**config.mk**
```make
export PLATFORM = sky130hd
export DESIGN_NAME = alu_ri_top
export DESIGN_NICKNAME = d
export VERILOG_FILES = /design/src/rtl/alu_ri_pkg.sv /design/src/rtl/alu_ri_ctrl.sv /design/src/rtl/alu_ri_dp.sv /design/src/rtl/alu_ri_top.sv
export SDC_FILE = /design/constraint.sdc
export NUM_CORES = 1
export LEC_CHECK = 0
export ABC_AREA = 1
export ABC_CLOCK_PERIOD_IN_PS = 1440
export BUFFER_PORTS_ARGS = -buffer_cell sky130_fd_sc_hd__buf_2
export CAP_MARGIN = 20
export CORE_ASPECT_RATIO = 1.75
export CORE_UTILIZATION = 37
export CTS_CLUSTER_DIAMETER = 30
export DETAILED_ROUTE_END_ITERATION = 6
export MAX_ROUTING_LAYER = met4
export PLACE_DENSITY = 0.53
export SETUP_SLACK_MARGIN = 0.1
export SYNTH_ARGS = -nofsm -noshare
export SYNTH_HDL_FRONTEND = slang
export SYNTH_SLANG_ARGS = --single-unit
```
**constraint.sdc**
```tcl
create_clock -name clk -period 1.44 [get_ports clk]
set_clock_uncertainty 0.1 [all_clocks]
set_input_delay 0 -clock clk [delete_from_list [all_inputs] [get_ports clk]]
set_output_delay 0 -clock clk [all_outputs]
set_load 0.01 [all_outputs]
```
**src/rtl/alu_ri_pkg.sv**
```systemverilog
package alu_ri_pkg;

  localparam int OP_W = 6;

  // Function codes; values are fixed by the instruction encoding
  localparam logic [OP_W-1:0] OP_NOP  = 6'b000000;
  localparam logic [OP_W-1:0] OP_ADD  = 6'b000100;
  localparam logic [OP_W-1:0] OP_SUB  = 6'b000110;
  localparam logic [OP_W-1:0] OP_AND  = 6'b001000;
  localparam logic [OP_W-1:0] OP_OR   = 6'b001001;
  localparam logic [OP_W-1:0] OP_XOR  = 6'b001010;
  localparam logic [OP_W-1:0] OP_SHL  = 6'b001100;
  localparam logic [OP_W-1:0] OP_SHRL = 6'b001110;
  localparam logic [OP_W-1:0] OP_SHRA = 6'b001111;
  localparam logic [OP_W-1:0] OP_SEQ  = 6'b010000;
  localparam logic [OP_W-1:0] OP_SNE  = 6'b010010;
  localparam logic [OP_W-1:0] OP_SLT  = 6'b010100;
  localparam logic [OP_W-1:0] OP_SLE  = 6'b010110;
  localparam logic [OP_W-1:0] OP_SGT  = 6'b011000;
  localparam logic [OP_W-1:0] OP_SGE  = 6'b011010;
  localparam logic [OP_W-1:0] OP_HIGH = 6'b011011;

  typedef enum logic [2:0] {
    SEL_ZERO, SEL_ARITH, SEL_LOGIC, SEL_SHIFT, SEL_CMP, SEL_HIGH
  } resSel_e;

  typedef enum logic [1:0] { LG_AND, LG_OR, LG_XOR } logicFn_e;
  typedef enum logic [1:0] { SH_LEFT, SH_RLOG, SH_RARITH } shiftFn_e;
  typedef enum logic [2:0] { CMP_EQ, CMP_NE, CMP_LT, CMP_LE, CMP_GT, CMP_GE } cmpKind_e;

  typedef struct packed {
    resSel_e  sel;
    logic     subtract;
    logicFn_e logicFn;
    shiftFn_e shiftFn;
    cmpKind_e cmp;
    logic     ovfEn;
  } aluCtrl_t;

endpackage

```
**src/rtl/alu_ri_ctrl.sv**
```systemverilog
module alu_ri_ctrl
  import alu_ri_pkg::*;
(
  input  logic [OP_W-1:0] opCode,
  output aluCtrl_t        ctrl
);

  always_comb begin
    ctrl          = '0;
    ctrl.sel      = SEL_ZERO;
    ctrl.logicFn  = LG_AND;
    ctrl.shiftFn  = SH_LEFT;
    ctrl.cmp      = CMP_EQ;
    case (opCode)
      OP_ADD:  begin ctrl.sel = SEL_ARITH; ctrl.ovfEn = 1'b1; end
      OP_SUB:  begin ctrl.sel = SEL_ARITH; ctrl.ovfEn = 1'b1; ctrl.subtract = 1'b1; end
      OP_AND:  begin ctrl.sel = SEL_LOGIC; ctrl.logicFn = LG_AND; end
      OP_OR:   begin ctrl.sel = SEL_LOGIC; ctrl.logicFn = LG_OR;  end
      OP_XOR:  begin ctrl.sel = SEL_LOGIC; ctrl.logicFn = LG_XOR; end
      OP_SHL:  begin ctrl.sel = SEL_SHIFT; ctrl.shiftFn = SH_LEFT;   end
      OP_SHRL: begin ctrl.sel = SEL_SHIFT; ctrl.shiftFn = SH_RLOG;   end
      OP_SHRA: begin ctrl.sel = SEL_SHIFT; ctrl.shiftFn = SH_RARITH; end
      OP_SEQ:  begin ctrl.sel = SEL_CMP; ctrl.cmp = CMP_EQ; end
      OP_SNE:  begin ctrl.sel = SEL_CMP; ctrl.cmp = CMP_NE; end
      OP_SLT:  begin ctrl.sel = SEL_CMP; ctrl.cmp = CMP_LT; end
      OP_SLE:  begin ctrl.sel = SEL_CMP; ctrl.cmp = CMP_LE; end
      OP_SGT:  begin ctrl.sel = SEL_CMP; ctrl.cmp = CMP_GT; end
      OP_SGE:  begin ctrl.sel = SEL_CMP; ctrl.cmp = CMP_GE; end
      OP_HIGH: begin ctrl.sel = SEL_HIGH; end
      default: ctrl.sel = SEL_ZERO; // no-op and undefined codes
    endcase
  end

endmodule

```
**src/rtl/alu_ri_dp.sv**
```systemverilog
module alu_ri_dp
  import alu_ri_pkg::*;
#(
  parameter int DATA_W = 32
) (
  input  aluCtrl_t            ctrl,
  input  logic [DATA_W-1:0]   opA,
  input  logic [DATA_W-1:0]   opB,
  output logic [DATA_W-1:0]   res,
  output logic                ovf
);

  localparam int SH_W   = $clog2(DATA_W);
  localparam int HALF_W = DATA_W / 2;
  localparam int MSB    = DATA_W - 1;

  logic [DATA_W-1:0] arithRes, logicRes, shiftRes, highRes;
  logic [SH_W-1:0]   shAmt;
  logic              isEq, isLt, cmpHit, rawOvf;

  assign shAmt = opB[SH_W-1:0];

  // Adder / subtractor with signed overflow detection
  always_comb begin
    arithRes = ctrl.subtract ? (opA - opB) : (opA + opB);
    if (ctrl.subtract)
      rawOvf = (opA[MSB] != opB[MSB]) && (arithRes[MSB] != opA[MSB]);
    else
      rawOvf = (opA[MSB] == opB[MSB]) && (arithRes[MSB] != opA[MSB]);
  end

  always_comb begin
    case (ctrl.logicFn)
      LG_OR:   logicRes = opA | opB;
      LG_XOR:  logicRes = opA ^ opB;
      default: logicRes = opA & opB;
    endcase
  end

  always_comb begin
    case (ctrl.shiftFn)
      SH_RLOG:   shiftRes = opA >> shAmt;
      SH_RARITH: shiftRes = DATA_W'($signed(opA) >>> shAmt);
      default:   shiftRes = opA << shAmt;
    endcase
  end

  assign isEq = (opA == opB);
  assign isLt = ($signed(opA) < $signed(opB));

  always_comb begin
    case (ctrl.cmp)
      CMP_NE:  cmpHit = !isEq;
      CMP_LT:  cmpHit = isLt;
      CMP_LE:  cmpHit = isLt || isEq;
      CMP_GT:  cmpHit = !(isLt || isEq);
      CMP_GE:  cmpHit = !isLt;
      default: cmpHit = isEq;
    endcase
  end

  assign highRes = {opB[HALF_W-1:0], {(DATA_W-HALF_W){1'b0}}};

  always_comb begin
    case (ctrl.sel)
      SEL_ARITH: res = arithRes;
      SEL_LOGIC: res = logicRes;
      SEL_SHIFT: res = shiftRes;
      SEL_CMP:   res = {{(DATA_W-1){1'b0}}, cmpHit};
      SEL_HIGH:  res = highRes;
      default:   res = '0;
    endcase
    ovf = ctrl.ovfEn && (ctrl.sel == SEL_ARITH) && rawOvf;
  end

endmodule

```
**src/rtl/alu_ri_top.sv**
```systemverilog
module alu_ri_top
  import alu_ri_pkg::*;
#(
  parameter int DATA_W = 32
) (
  input  logic              clk,
  input  logic              rstN,
  input  logic              inValid,
  input  logic [OP_W-1:0]   opCode,
  input  logic [DATA_W-1:0] operandA,
  input  logic [DATA_W-1:0] operandB,
  output logic              outValid,
  output logic [DATA_W-1:0] result,
  output logic              overflow
);

  aluCtrl_t          ctrl;
  logic [DATA_W-1:0] dpRes;
  logic              dpOvf;

  alu_ri_ctrl ctrl_i (
    .opCode (opCode),
    .ctrl   (ctrl)
  );

  alu_ri_dp #(.DATA_W(DATA_W)) dp_i (
    .ctrl (ctrl),
    .opA  (operandA),
    .opB  (operandB),
    .res  (dpRes),
    .ovf  (dpOvf)
  );

  always_ff @(posedge clk or negedge rstN) begin
    if (!rstN) begin
      outValid <= 1'b0;
      result   <= '0;
      overflow <= 1'b0;
    end else begin
      outValid <= inValid;
      if (inValid) begin
        result   <= dpRes;
        overflow <= dpOvf;
      end
    end
  end

endmodule

```
; Word-level counts from Yosys, hierarchy flattened
; Index checks and enable logic that the tools add are counted.
[totals]
register_bits = 34
inputBits = 73
out_inout_bits = 34
wordCells = 69
[classes]
n_addsub = 2
order_cmp = 1
n_eq_ne = 33
shifts = 3
n_mux = 12
bitwise = 3
reduce_logical = 12
[op_table]
columns = operator, count
row1 = $pmux W32 S5, 1
row2 = $pmux W32 S2, 2
row3 = $eq A6 B5 Y1 const B, 7
row4 = $eq A6 B4 Y1 const B, 6
row5 = $add A32 B32 Y32, 1
row6 = $and A32 B32 Y32, 1
row7 = $eq A32 B32 Y1, 1
row8 = $lt A32 B32 Y1, 1
row9 = $mux W32, 1
row10 = $or A32 B32 Y32, 1
row11 = $shl A32 B5 Y32, 1
row12 = $shr A32 B5 Y32, 1
row13 = $sshr A32 B5 Y32, 1
row14 = $sub A32 B32 Y32, 1
row15 = $xor A32 B32 Y32, 1
row16 = $pmux W3 S5, 2
row17 = $eq A3 B2 Y1 const B, 4
row18 = $eq A3 B3 Y1 const B, 4
row19 = $eq A6 B3 Y1 const B, 2
row20 = $pmux W2 S2, 2
row21 = $eq A3 B1 Y1 const B, 2
row22 = $reduce_or A3 Y1, 2
row23 = $reduce_or A6 Y1, 1
row24 = $pmux W1 S5, 1
row25 = 9 further kinds, 19

; Depth between registers and ports, before layout
[depth]
ltp_word = 7
depth_mapped = 24
depth_no_buf = 21

; Cells and area by module
; From an unflattened synthesis, not the netlist that was laid out.
[hier_totals]
hier_cells = 2242
hier_area_um2 = 11696.2
[by_module_without_submodules]
columns = module, n_inst, cells_per_inst, area_per_inst_um2, seq_area_each_um2
row1 = alu_ri_dp, 1, 2068, 10208.5, 0.0
row2 = alu_ri_top, 1, 141, 1330.0, 850.8
row3 = alu_ri_ctrl, 1, 33, 157.7, 0.0

; Least setup slack after synthesis
; No wires, ideal clock.
[synth_path]
path_kind = input to register
from = input operandB[4]
to = register result[0]
t_arrival_ns = 2.324
slack_ns = -1.100
path_stages = 23
path_buffers = 3
cell_sequence = clkbuf_1 inv_1 clkbuf_1 buf_1 ha_1 inv_1 nand2_1 nor2_1 nand2_1 nand2_1 nand2_1 nand2_1 nand3_1 nand2_1 nand2_1 nand3_1 nand2_1 inv_1 nand2_1 nand2_1 nand2_1 nand2_1 nand2_1
[synth_between]
elab_chain_cells = 5
elab_cells_between_ends = 12
classes_between = order compare (1) / eq/ne (1) / shift (3) / mux (3) / reduce/logical (4)
[synth_lines]
columns = element, line_no
row1 = start: declaration, alu_ri_top.sv:11  ; input logic [DATA_W-1:0] operandB,
row2 = $lt A32 B32 Y1 / $eq A32 B32 Y1 (equally long branches), "alu_ri_dp.sv:49, alu_ri_dp.sv:48"
row3 = $logic_or A1 B1 Y1, "alu_ri_dp.sv:55, alu_ri_dp.sv:56"
row4 = $logic_not A1 Y1, alu_ri_dp.sv:56  ; CMP_GT: cmpHit = !(isLt || isEq);
row5 = $pmux W1 S5, alu_ri_dp.sv:52  ; case (ctrl.cmp)
row6 = $pmux W32 S5 *, alu_ri_dp.sv:65  ; case (ctrl.sel)
row7 = end signal: assignment, alu_ri_top.sv:42  ; result <= dpRes;
row8 = end: declaration, alu_ri_top.sv:13  ; output logic [DATA_W-1:0] result,
; Mark *: on every way between the ends. The rest lies on a longest branch, timed or not.
; A chain may end at the register's enable or synchronous reset.

; Worst setup path in the final report
[layout_path]
from = input opCode[5]
to = register result[16]
[layout_between]
elab_chain_cells = 5
elab_cells_between_ends = 36
classes_between = eq/ne (24) / mux (8) / reduce/logical (4)
[layout_lines]
columns = element, line_no
row1 = start: declaration, alu_ri_top.sv:9  ; input logic [OP_W-1:0] opCode,
row2 = $eq A6 B5 Y1 (tied with other cells), alu_ri_ctrl.sv:14  ; case (opCode)
row3 = $reduce_or A6 Y1 (no source line) (tied with other cells), n/a
row4 = $pmux W3 S5 (tied with other cells), alu_ri_ctrl.sv:14
row5 = $eq A3 B3 Y1 (tied with other cells), alu_ri_dp.sv:65
row6 = $pmux W32 S5 *, alu_ri_dp.sv:65
; Marked as above.

==> results by group <==
Setup path
  • Critical path class: input port to flop
  • CP Launch Type: input port
  • Worst EP arrival: between 2 and 2.5 ns
  • CP max stage delay: between 0.4 and 0.5 ns
  • Crit-path cells: buf_8 > nor3_4 > inv_2 > nor2_4 > inv_2 > ha_4 > buf_6 > nor2_4 > nor2_4 > buf_6 > o211ai_1 > a21oi_2 > o21ai_1 > nand2_1
  • WP data required: 1.52 ns
  • Top cell by count, worst path: nor2_4
  • CP max FO: 5
  • CP Capture Type: flop
  • Critical path's slowest cell: o211ai_1

Placed design
  • PortBufs: 106
  • Pre-CTS worst setup slack: -1.40 ns
  • DP Area: between 0.015 and 0.02 mm^2
  • DP Wirelength: about 60000 um
  • Placer Congestion: between 1 and 1.5
  • Placed Instances: 3056

Cells and area
  • Commonest cells after routing, fill and taps aside: 603 x buf_4, 577 x nand2_1, 125 x nand3_1
  • Post-layout util: 71.3%
  • Final Cell Area: about 0.021 mm^2
  • Share of layout cells above drive strength 1: between 50% and 60%
  • P&R area growth vs syn: 89.3%
  • Commonest non-fill, non-tap cell in the layout: buf_4
  • Fin nets: between 2000 and 3000
  • Non-Filler Instances: 3164

Synthesis
  • Synth warn: 0
  • Post-synthesis cell count: ~2100
  • Yosys cell types: between 40 and 50
  • Ys async rst share: 100%
  • EDFF count, synth: 0
  • Synth top area cells: nand2_1 24%, ha_1 11%, nand3_1 8.7%, dfrtp_1 7.7%, inv_1 7.2%
  • Post-synthesis sequential area ratio: roughly 7.7%
  • Net Count, Synth: between 2000 and 2500
  • Yosys top cell by area: nand2_1
  • Top FF cell, synth: dfrtp_1
  • Avg Cell Area, Syn: 5.30 um^2
  • Seq cells post-synth: 34
  • Share of the synthesized area in the top cell type: a little under a quarter
  • Netlist Area Pre-Place: 0.0110 mm^2

STA
  • Final worst-path cycle share: 147%
  • Unrepaired setup endpoints after global routing: true
  • PnR worst setup slack: -0.673 ns
  • Final min period: between 2 and 2.5 ns
  • Slew @ Worst Pin: approximately 0.74 ns
  • Pins Over Slew Limit: 0
  • Final hold vios: 0
  • Final setup viols: 33
  • FMAX: 0.473 GHz
  • Relative slew slack: approximately 51%

Die
  • Die width: approximately 130 um
  • Row cnt: 83
  • I/O Pins: 107
  • Initial Util: 37.7%
  • Core ar.: roughly 0.029 mm^2
  • Full die area: roughly 0.031 mm^2
  • Die Height: 230 um

Clock tree
  • Clock sinks: 34
  • CTS Buf Count: 5
  • TritonCTS clock tree: built
  • CTS H-Tree Depth: 2
  • Clock latency at the later pin of the worst-skew pair: roughly 0.29 ns
  • CTS root buf: clkbuf_16
  • Worst-path clk slew: 0.07 ns
  • CTS max path bufs: 2

Detailed routing
  • Routed WL: approximately 76000 um
  • Vias per cell: about 5.8
  • Drt wl/cell: 24.2 um
  • Iter 0 DRT Violations: 1603
  • DRT antenna net count: 0
  • DRC viols: 2
  • First drt pass iteration count: 7
  • Via Count: roughly 18000

Power
  • Leakage: 10.1 nW
  • Peak supply drop: a little over 500 uV
  • Power Density: about 480 mW/mm^2

Run
  • Max_cap viols: 0

Global routing
  • GRT Residual Overflow: 0
  • Number of global-route vias before repair: roughly 18000
  • First-pass GRT wire length: between 100000 and 150000 um
  • Pin count of the biggest net entering global routing: 65
  • Initial antenna violation count: 3
  • All-Layer GR Usage: slightly above 50%

Hold path
  • Hold/Removal Path Class: input port to flop

Status
  • Outcome: finished, violations left
  • Failing checks: design-rule violations, negative setup slack
[metrics by stage]
step / hold WS, ns / TNS [ns] / total power, mW
2_1_floorplan: -0.396 / -15.90 / 3.54
3_3_place_gp: -0.0239 / -36.05 / 6.54
3_5_place_dp: -0.0168 / -36.28 / 6.58
4_1_cts: 0.122 / -13.07 / 9.23
5_1_grt: 0.136 / -18.38 / 10.4
6_report: 0.110 / -15.50 / 10.0
[routing by layer]
layer / wire, um / share of wire (%) / vias to the layer above / track usage, %
met2: 35700 / 47 / 1012 / 83.0
met3: 5060 / 6.6 / 528 / 8.56
met5: 0 / 0 / - / -
met1: 24400 / 32 / 8547 / 47.3
met4: 11200 / 15 / 0 / 57.0
li1: - / - / 8285 / -
[synth_stat cells, types with 2 or more instances]
master / count
a21oi_2: 2
nand4_1: 11
nor4_1: 5
nor3_1: 15
buf_2: 31
o221ai_1: 9
or2_0: 2
o21a_1: 14
clkinv_1: 3
and2_1: 3
or2_1: 4
a31oi_1: 3
o32ai_1: 7
o21ai_0: 136
buf_1: 22
o211ai_1: 59
clkbuf_1: 46
nand3_1: 191
ha_1: 101
buf_4: 7
fa_1: 2
buf_6: 6
a21o_1: 3
a21oi_1: 132
xor2_1: 6
nor2_1: 180
inv_1: 211
nor2_2: 3
dfrtp_1: 34
nand2_1: 694
or2_2: 4
o21ai_1: 55
a22oi_1: 7
mux2i_1: 14
a21boi_0: 5
o22ai_1: 28
inv_2: 7
o21bai_1: 9
[flip-flops by register name (all words and copies together) (netlist names)]
register,flops
overflow,1
result,32
outValid,1
[cell type report]
| class | count | area, um^2 |
|---|---|---|
| Multi-Input combinational cell | 1714 | 11800 |
| Fill cell | 2530 | 8410 |
| Timing Repair Buffer | 802 | 6650 |
| Inverter | 221 | 945 |
| Sequential cell | 34 | 851 |
| Tap cell | 382 | 478 |
| Clock buffer | 5 | 125 |
| Clock inverter | 3 | 68.8 |
| Antenna cell | 3 | 7.51 |
[cell families after synthesis]
kind of cell,count (synthesis),synth area share [%]
adder cells (fa/ha/maj),103,11.8
flip-flops,34,7.71
buffers and inverters,334,12.4
XOR/XNOR,6,0.476
multiplexers,14,1.27
AND/OR/NAND/NOR,1117,41.5
AO/OA/AOI/OAI,474,24.9
[worst max-delay path, delay by kind of cell]
family	cells	cell delay [ns]
AOI/OAI and AO/OA	3	0.89
and+or+nand+nor	5	0.60
buffers and inverters	5	0.54
adders and majority gates	1	0.18
[worst paths after layout]
check | from | to | slack [ns] | cells after the start
min in group asynchronous | rstN | result[1]$_DFFE_PN0P_ | 0.22 | 3
worst min-delay path | operandB[7] | result[23]$_DFFE_PN0P_ | 0.11 | 6
max in group asynchronous | rstN | result[24]$_DFFE_PN0P_ | 0.64 | 3
worst max-delay path | opCode[5] | result[16]$_DFFE_PN0P_ | -0.67 | 14
worst max register to register | result[28]$_DFFE_PN0P_ | result[28]$_DFFE_PN0P_ | 0.54 | 2
worst min register to register | result[9]$_DFFE_PN0P_ | result[9]$_DFFE_PN0P_ | 0.38 | 2
[report_power, final]
part | switching, mW | total (mW) | internal [mW] | leakage, nW
Clock | 0.510 | 1.51 | 0.997 | 0.0940
Combinational | 4.20 | 7.47 | 3.27 | 9.57
Sequential | 0.0451 | 1.04 | 0.994 | 0.467
Total | 4.75 | 10.0 | 5.26 | 10.1
[timing repair]
action                                  CTS  global route
gates cloned                              2             0
pin swaps                               178           168
endpoints found under the setup margin   33            33
hold buffers                              2             0
setup buffers                            53            41
gates resized for setup                 713           256
endpoints found under the hold margin    35             0
Power figures use the tool's default switching activity.
